### src/rtl/walk_pkg.sv
package walk_pkg;
    localparam int VA_W     = 48;
    localparam int PA_W     = 52;
    localparam int ENT_W    = 64;
    localparam int LEVELS   = 4;
    localparam int IDX_W    = 9;
    localparam int PG_SH    = 12;
    localparam int BIG_SH   = PG_SH + IDX_W;
    localparam int LVL_W    = $clog2(LEVELS);
    localparam int BIG_LVL  = 1;
    localparam int MAX_REFS = (LEVELS + 1) * (LEVELS + 1) - 1;
    localparam int REF_W    = $clog2(MAX_REFS + 1);

    typedef logic [PA_W-1:0]  pa_t;
    typedef logic [ENT_W-1:0] ent_t;
    typedef logic [LVL_W-1:0] lvl_t;
    typedef logic [REF_W-1:0] ref_t;

    typedef enum logic [1:0] {N_IDLE, N_ISSUE, N_WAIT} nstate_t;
    typedef enum logic [1:0] {G_IDLE, G_NEST, G_ISSUE, G_WAIT} gstate_t;

    // index field of address a for level lvl (lvl 0 = lowest table)
    function automatic logic [IDX_W-1:0] level_index(input pa_t a, input lvl_t lvl);
        return a[PG_SH + IDX_W*int'(lvl) +: IDX_W];
    endfunction

    // entry slot inside a table page; 8-byte entries
    function automatic pa_t entry_addr(input pa_t base, input pa_t a, input lvl_t lvl);
        return {base[PA_W-1:PG_SH], level_index(a, lvl), 3'b000};
    endfunction

    function automatic pa_t next_base(input ent_t e);
        return {e[PA_W-1:PG_SH], {PG_SH{1'b0}}};
    endfunction

    function automatic pa_t leaf_addr(input ent_t e, input pa_t a, input logic big);
        return big ? {e[PA_W-1:BIG_SH], a[BIG_SH-1:0]}
                   : {e[PA_W-1:PG_SH],  a[PG_SH-1:0]};
    endfunction

    function automatic logic is_leaf(input lvl_t lvl, input logic big);
        return (lvl == '0) || (big && (lvl == lvl_t'(BIG_LVL)));
    endfunction
endpackage

### src/rtl/nested_unit.sv
module nested_unit
    import walk_pkg::*;
(
    input  logic clk,
    input  logic rst,
    input  logic start,
    input  pa_t  gpa_in,
    input  pa_t  root_in,
    input  logic big_in,
    input  logic rd_valid,
    input  ent_t rd_data,
    output logic rd_req,
    output pa_t  rd_addr,
    output logic done,
    output logic fault,
    output pa_t  maddr
);
    nstate_t st;
    lvl_t    lvl;
    pa_t     gpa_q;
    pa_t     base_q;
    logic    big_q;

    always_ff @(posedge clk) begin
        if (rst) begin
            st     <= N_IDLE;
            lvl    <= '0;
            gpa_q  <= '0;
            base_q <= '0;
            big_q  <= 1'b0;
            done   <= 1'b0;
            fault  <= 1'b0;
            maddr  <= '0;
        end else begin
            done <= 1'b0;
            case (st)
                N_IDLE: begin
                    if (start) begin
                        gpa_q  <= gpa_in;
                        base_q <= {root_in[PA_W-1:PG_SH], {PG_SH{1'b0}}};
                        big_q  <= big_in;
                        lvl    <= lvl_t'(LEVELS - 1);
                        st     <= N_ISSUE;
                    end
                end
                N_ISSUE: st <= N_WAIT;
                N_WAIT: begin
                    if (rd_valid) begin
                        if (!rd_data[0]) begin
                            done  <= 1'b1;
                            fault <= 1'b1;
                            maddr <= '0;
                            st    <= N_IDLE;
                        end else if (is_leaf(lvl, big_q)) begin
                            done  <= 1'b1;
                            fault <= 1'b0;
                            maddr <= leaf_addr(rd_data, gpa_q, big_q);
                            st    <= N_IDLE;
                        end else begin
                            base_q <= next_base(rd_data);
                            lvl    <= lvl - 1'b1;
                            st     <= N_ISSUE;
                        end
                    end
                end
                default: st <= N_IDLE;
            endcase
        end
    end

    assign rd_req  = (st == N_ISSUE);
    assign rd_addr = entry_addr(base_q, gpa_q, lvl);
endmodule

### src/rtl/ref_counter.sv
module ref_counter
    import walk_pkg::*;
(
    input  logic clk,
    input  logic rst,
    input  logic clear,
    input  logic inc,
    output ref_t count
);
    always_ff @(posedge clk) begin
        if (rst || clear) count <= '0;
        else if (inc)     count <= count + 1'b1;
    end
endmodule

### src/rtl/twod_walker.sv
module twod_walker
    import walk_pkg::*;
(
    input  logic              clk,
    input  logic              rst,
    input  logic              req_valid,
    output logic              req_ready,
    input  logic [VA_W-1:0]   req_gva,
    input  logic [PA_W-1:0]   req_groot,
    input  logic [PA_W-1:0]   req_nroot,
    input  logic              guest_big,
    input  logic              host_big,
    output logic              mem_req,
    output logic [PA_W-1:0]   mem_addr,
    input  logic              mem_rsp_valid,
    input  logic [ENT_W-1:0]  mem_rsp_data,
    output logic              rsp_valid,
    output logic [PA_W-1:0]   rsp_maddr,
    output logic              rsp_fault,
    output logic              rsp_fault_nested,
    output logic [REF_W-1:0]  rsp_refs
);
    gstate_t gst;
    lvl_t    glvl;
    pa_t     gva_q, nroot_q, gptr_q, tbl_q;
    logic    gbig_q, nbig_q, final_q, nstart;

    logic    n_req, n_done, n_fault;
    pa_t     n_addr, n_maddr;
    logic    g_req, accept;

    assign req_ready = (gst == G_IDLE);
    assign accept    = req_valid && req_ready;
    assign g_req     = (gst == G_ISSUE);
    assign mem_req   = g_req || n_req;
    assign mem_addr  = g_req ? entry_addr(tbl_q, gva_q, glvl) : n_addr;

    always_ff @(posedge clk) begin
        if (rst) begin
            gst              <= G_IDLE;
            glvl             <= '0;
            gva_q            <= '0;
            nroot_q          <= '0;
            gptr_q           <= '0;
            tbl_q            <= '0;
            gbig_q           <= 1'b0;
            nbig_q           <= 1'b0;
            final_q          <= 1'b0;
            nstart           <= 1'b0;
            rsp_valid        <= 1'b0;
            rsp_maddr        <= '0;
            rsp_fault        <= 1'b0;
            rsp_fault_nested <= 1'b0;
        end else begin
            nstart    <= 1'b0;
            rsp_valid <= 1'b0;
            case (gst)
                G_IDLE: begin
                    if (req_valid) begin
                        gva_q   <= {{(PA_W-VA_W){1'b0}}, req_gva};
                        nroot_q <= req_nroot;
                        gptr_q  <= req_groot;
                        gbig_q  <= guest_big;
                        nbig_q  <= host_big;
                        glvl    <= lvl_t'(LEVELS - 1);
                        final_q <= 1'b0;
                        nstart  <= 1'b1;
                        gst     <= G_NEST;
                    end
                end
                G_NEST: begin
                    if (n_done) begin
                        if (n_fault) begin
                            rsp_valid        <= 1'b1;
                            rsp_fault        <= 1'b1;
                            rsp_fault_nested <= 1'b1;
                            rsp_maddr        <= '0;
                            gst              <= G_IDLE;
                        end else if (final_q) begin
                            rsp_valid        <= 1'b1;
                            rsp_fault        <= 1'b0;
                            rsp_fault_nested <= 1'b0;
                            rsp_maddr        <= n_maddr;
                            gst              <= G_IDLE;
                        end else begin
                            tbl_q <= n_maddr;
                            gst   <= G_ISSUE;
                        end
                    end
                end
                G_ISSUE: gst <= G_WAIT;
                G_WAIT: begin
                    if (mem_rsp_valid) begin
                        if (!mem_rsp_data[0]) begin
                            rsp_valid        <= 1'b1;
                            rsp_fault        <= 1'b1;
                            rsp_fault_nested <= 1'b0;
                            rsp_maddr        <= '0;
                            gst              <= G_IDLE;
                        end else if (is_leaf(glvl, gbig_q)) begin
                            gptr_q  <= leaf_addr(mem_rsp_data, gva_q, gbig_q);
                            final_q <= 1'b1;
                            nstart  <= 1'b1;
                            gst     <= G_NEST;
                        end else begin
                            gptr_q <= next_base(mem_rsp_data);
                            glvl   <= glvl - 1'b1;
                            nstart <= 1'b1;
                            gst    <= G_NEST;
                        end
                    end
                end
                default: gst <= G_IDLE;
            endcase
        end
    end

    nested_unit u_nest (
        .clk      (clk),
        .rst      (rst),
        .start    (nstart),
        .gpa_in   (gptr_q),
        .root_in  (nroot_q),
        .big_in   (nbig_q),
        .rd_valid (mem_rsp_valid),
        .rd_data  (mem_rsp_data),
        .rd_req   (n_req),
        .rd_addr  (n_addr),
        .done     (n_done),
        .fault    (n_fault),
        .maddr    (n_maddr)
    );

    ref_counter u_refs (
        .clk   (clk),
        .rst   (rst),
        .clear (accept),
        .inc   (mem_req),
        .count (rsp_refs)
    );
endmodule

### config.mk
export PLATFORM = sky130hd
export DESIGN_NAME = twod_walker
export DESIGN_NICKNAME = d
export VERILOG_FILES = /design/src/rtl/walk_pkg.sv /design/src/rtl/nested_unit.sv /design/src/rtl/ref_counter.sv /design/src/rtl/twod_walker.sv
export SDC_FILE = /design/constraint.sdc
export NUM_CORES = 1
export LEC_CHECK = 0
export ABC_AREA = 1
export BUFFER_PORTS_ARGS = -buffer_cell sky130_fd_sc_hd__buf_2
export CAP_MARGIN = 5
export CORE_UTILIZATION = 40
export DETAILED_ROUTE_END_ITERATION = 12
export HOLD_SLACK_MARGIN = 0.08
export PLACE_DENSITY = 0.69
export SLEW_MARGIN = 20
export SYNTH_ARGS = -nofsm -noshare
export SYNTH_HDL_FRONTEND = slang
export SYNTH_SLANG_ARGS = --single-unit
### constraint.sdc
create_clock -name clk -period 1.9 [get_ports clk]
set_input_delay 0.095 -clock clk [delete_from_list [all_inputs] [get_ports clk]]
set_output_delay 0.095 -clock clk [all_outputs]
set_load 0.02 [all_outputs]
# Word level (Yosys, flattened, before mapping)
# Cells that the tools add are included.
[totals]
ff_bits = 435
input_bits = 222
output_inout_bits = 114
word_cells = 153
[classes]
n_addsub = 5
n_mul = 2
n_eq_ne = 20
n_shift = 2
mux = 71
n_bitwise = 4
n_reduce_logical = 26
[ops]
columns = ["op", "n"]
rows = [
  ["52-bit two-way mux", 15],
  ["52-bit case mux with 2 select lines", 3],
  ["21-bit two-way mux", 3],
  ["52-bit by 32-bit variable part select with 9-bit output", 1],
  ["52-bit by 8-bit variable part select with 9-bit output", 1],
  ["5-bit by 32-bit adder with 32-bit output (first input constant)", 1],
  ["2-bit two-way mux", 16],
  ["1-bit two-way mux", 25],
  ["2-bit != test (second input constant)", 10],
  ["5-bit AND reduction", 4],
  ["4-bit by 2-bit multiplier with 6-bit output (first input constant)", 2],
  ["1-bit case mux with 2 select lines", 5],
  ["2-bit by 1-bit == test with 1-bit output (second input constant)", 4],
  ["2-bit logical NOT", 4],
  ["2-bit case mux with 2 select lines", 2],
  ["2-bit case mux with 4 select lines", 1],
  ["4-bit AND reduction", 2],
  ["4-bit by 6-bit adder with 7-bit output (first input constant)", 1],
  ["2-bit == test (second input constant)", 3],
  ["2-bit case mux with 3 select lines", 1],
  ["2-bit AND reduction", 3],
  ["3-bit AND reduction", 2],
  ["2-bit nonzero test", 3],
  ["5-bit by 1-bit adder with 5-bit output (second input constant)", 1],
  ["other kinds (7)", 17],
]

# Depth between registers and ports, before layout
[logic_depth]
depth_word = 7
ltp_mapped = 13
mapped_depth_nobuf = 10

# Modules after synthesis
# From an unflattened synthesis, not the netlist that was laid out.
[hier_totals]
hier_cells = 2946
area_unflattened_um2 = 18575.3
[modules_own_cells]
columns = ["mod", "instances", "cells_each", "area_per_inst_um2", "seq_area_each_um2"]
rows = [
  ["twod_walker", 1, 1847, 11616.1, 5104.9],
  ["nested_unit", 1, 1070, 6747.7, 2942.8],
  ["ref_counter", 1, 29, 211.5, 100.1],
]

# Least setup slack after synthesis
# OpenSTA, ideal clock, no wires.
[synth_path]
path_kind = "register to output"
startpoint = "register u_nest.lvl[0]"
endpoint = "output mem_addr[3]"
t_arrival_ns = 2.024
required_ns = 1.805
setup_slack_ns = -0.219
stages_incl_launch_ff = 10
n_path_buf = 2
path_cell_list = "dfxtp_1 buf_2 inv_2 clkbuf_1 ha_1 nor2_1 nand3_1 nand2_1 inv_1 a21oi_1"
[synth_between]
elab_chain_cells = 4
[synth_rtl]
columns = ["element", "line_no", "rtl"]
rows = [
  ["from (decl)", "nested_unit.sv:19", "lvl_t lvl;"],
  ["from (signal assigned)", "nested_unit.sv:42", "lvl <= lvl_t'(LEVELS - 1);"],
  ["from (signal assigned)", "nested_unit.sv:61", "lvl <= lvl - 1'b1;"],
  ["4-bit by 2-bit multiplier with 6-bit output", "walk_pkg.sv:24", "return a[PG_SH + IDX_W*int'(lvl) +: IDX_W];"],
  ["5-bit by 32-bit adder with 32-bit output", "walk_pkg.sv:24", ""],
  ["52-bit by 32-bit variable part select with 9-bit output", "walk_pkg.sv:24", ""],
  ["52-bit two-way mux", "twod_walker.sv:36", "assign mem_addr = g_req ? entry_addr(tbl_q, gva_q, glvl) : n_addr;"],
  ["to (decl)", "twod_walker.sv:14", "output logic [PA_W-1:0] mem_addr,"],
]
# Every way passes these cells.

# Final worst setup path
[layout_path]
startpoint = "register u_nest.lvl[0]"
endpoint = "output mem_addr[7]"
# Same word-level chain as after synthesis.

==> results.toml <==
[detailed_routing]
viasPerCell = 5.53
drtIter0Drc = 1952
drcViolationCount = 0
first_pass_iters = 8
wl_um = 66400
vias = 19000
ant_nets = 0
wire_per_inst_um = 19.3

[floorplan]
die_width_um = 208
initial_core_util_pct = 40.5
io_pins = 336
coreArea_um2 = 41900
die_area_um2 = 43200
fp-row-count = 75
die_h_um = 208

[place]
post-place-ws_ns = -0.0201
place_area_um2 = 19200
dp_hpwl_um = 40200
gp_congestion = 0.954
place.port_buffers = 297
placedCellCount = 3119

[finish]
drive_gt1_share_pct = 23.4
layout.nets = 3097
mostFrequentLayoutCell = "nand2_1"
layout_common_cells = "479 x nand2_1, 395 x dfxtp_1, 383 x nor2_1, 284 x o21ai_0, 247 x buf_2"
layout.cells.non_filler = 3442
final_cell_area_um2 = 24700
syn_to_final_growth_pct = 45.9
fillers = 3588
multi_input_area_um2 = 8620
final_util_pct = 59.1
seq_area_um2 = 8000

[timing]
fmax_mhz = 436
whs_ns = 0.162
clock_skew_ns = 0.0168
worst_pin_slew_ns = 0.610
tns_ns = -5.49
hold_violations = 0
rsz0062_at_grt = "yes"
setup_viol = 37
maxSlewViolCount = 0
period_needed_ns = 2.29
slew_headroom_pct = 59.3
period_share_pct = 121
layout_setup_ws_ns = -0.395

[flow_run]
drv_cap = 0

[power_and_ir_drop]
p_int_mw = 21.8
p_leak_nw = 10.8
p_switching_mw = 13.0
swShare_pct = 37.4
p_per_area_nw_per_um2 = 1410
vdd.ir_drop.worst_v = 0.000860
p_seq_share_pct = 32.9
clockPowerShare_pct = 27.2
p_comb_share_pct = 39.9
power_mw = 34.8

[yosys]
ys_types = 38
yosysSeqAreaShare_pct = 47.2
synth_top_cell_by_area = "dfxtp_1"
ys_ff_latch = 399
synth_area_um2 = 16900
synthTopCellsByArea = "dfxtp_1 47%, nand2_1 13%, o21ai_0 8.7%, nor2_1 8.6%, nand3_1 4.4%"
synth_top_area_share_pct = 47.2
yosysWarnings = 0
syn_inst = 2389
syn_avg_cell_area_um2 = 7.09

[critical_path]
path_cells = "inv_6 -> buf_12 -> nand2_2 -> buf_4 -> o211ai_1 -> a21oi_1 -> a21oi_2 -> buf_6"
crit_path_max_incr_delay_ns = 0.39
critical_path_required_ns = 1.80
crit_path_end_kind = "primary output"
reg2regPathDepth = 7
critPathSlowestCell = "dfxtp_4"
cp.arrival_ns = 2.20
critPathKind = "flop to primary output"
critPathTopFamily = "compound AO/OA/AOI/OAI gates"
cp-start-kind = "flop"
cp.depth = 8
path_buf_inv = 4
critPathMaxFanout = 11

[global_routing]
grt_pass1_vias = 18100
grtUsageTotal_pct = 28.9
antenna_found_initial = 4
grt_pass1_wl_um = 98900
overflow = 0
grt_max_degree = 99

[cts]
cts.sinks = 399
cts_root_buf = "clkbuf_16"
cts_max_level = 2
path_clk_slew_ns = 0.06
cts_buffer_depth = 3
clk_latency_ns = 0.57
cts_tree = "yes"
cts_buffers = 45

[run_status]
violations = "setup timing"
status = "finished with violations"

[min_path]
min_path_type = "input pin to flop"
holdPathStages = 4
## layout make-up
type / count / area share (%)
well taps: 539 / 2.73
multi-input cells: 1735 / 34.9
flip-flops and latches: 399 / 32.4
clock buffers: 57 / 5.23
repair inverters: 2 / 0.0911
inverters: 71 / 1.25
diodes: 3 / 0.0304
clock inverters: 25 / 1.29
repair buffers: 611 / 22.1
## repair_timing
action,in CTS,in global routing
buffers inserted,21,14
endpoints found under the setup margin,50,160
gates resized for setup,243,120
endpoints found under the hold margin,267,0
hold buffers,186,0
cloned,15,9
pin swaps,41,43
## path summary, 6_finish.rpt
path	end	slack [ns]	startpoint
hold reg to reg	rsp_maddr[48]$_SDFFE_PP0P_	0.46	u_nest.maddr[48]$_SDFFE_PP0P_
setup / recovery	mem_addr[7]	-0.39	u_nest.lvl[0]$_SDFFE_PP0P_
setup reg to reg	nstart$_SDFF_PP0_	0	gst[0]$_SDFFE_PP0P_
hold / removal	gva_q[18]$_SDFFE_PP0P_	0.16	req_valid
## per-layer routing
layer  share of wire, %  global-route usage [%]
met5              0.018                       0
met4                4.5                    13.7
met3                8.4                    5.79
met2                 46                    47.2
met1                 41                    36.6
## registers in the layout (all words and copies together), names as in the netlist, 2 cells and up, named ones only
name           count
u_nest.st          2
u_nest.base_q     40
u_refs.count       5
tbl_q             40
nroot_q           40
glvl               2
gva_q             48
gptr_q            52
u_nest.gpa_q      52
u_nest.lvl         2
u_nest.maddr      52
rsp_maddr         52
## power by group through the flow
stage	logic [mW]	clock network, mW	registers [mW]
2_1_floorplan	6.68	0	10.9
3_3_place_gp	9.77	0	11.4
3_5_place_dp	9.86	0	11.4
4_1_cts	12.3	9.55	11.3
5_1_grt	14.9	9.93	11.6
6_report	13.9	9.47	11.4
## cell usage after synthesis
cell,number
nand3_1,150
nor3_1,4
o31ai_1,9
or2_2,2
inv_1,57
a22oi_1,30
nor2_1,388
a211oi_1,4
buf_2,47
nand2_2,3
nor2_4,2
conb_1,1
o211ai_1,1
a31oi_1,94
nand2_1,573
o21ai_0,294
inv_2,12
buf_4,16
o22ai_1,1
ha_1,10
o21ai_1,21
nor2_8,1
clkbuf_1,116
buf_1,4
a21oi_2,1
a21oi_1,131
nor2b_1,1
clkinv_1,2
o21a_1,1
dfxtp_1,399
a211oi_2,1
nand3_2,1
nor2_2,2
buf_6,3
o21bai_1,1
nand4_1,3
o21ai_2,1
and3_1,2
## cell families after synthesis
kind of cell,after synthesis,synth area share [%]
simple gates,1132,26.6
compound gates,590,18.9
flops,399,47.2
buf+inv,257,6.53
fa+ha+maj,10,0.739
other cells,1,0.0221
## worst reg2reg max path: stages, from the launching register on
cell	delay, ns
dfxtp_2	0.34
buf_4	0.10
buf_4	0.13
ha_4	0.19
buf_4	0.22
nand3_1	0.11
a211oi_1	0.19
dlygate4sd3_1	0.56
Power figures use the tool's default switching activity.
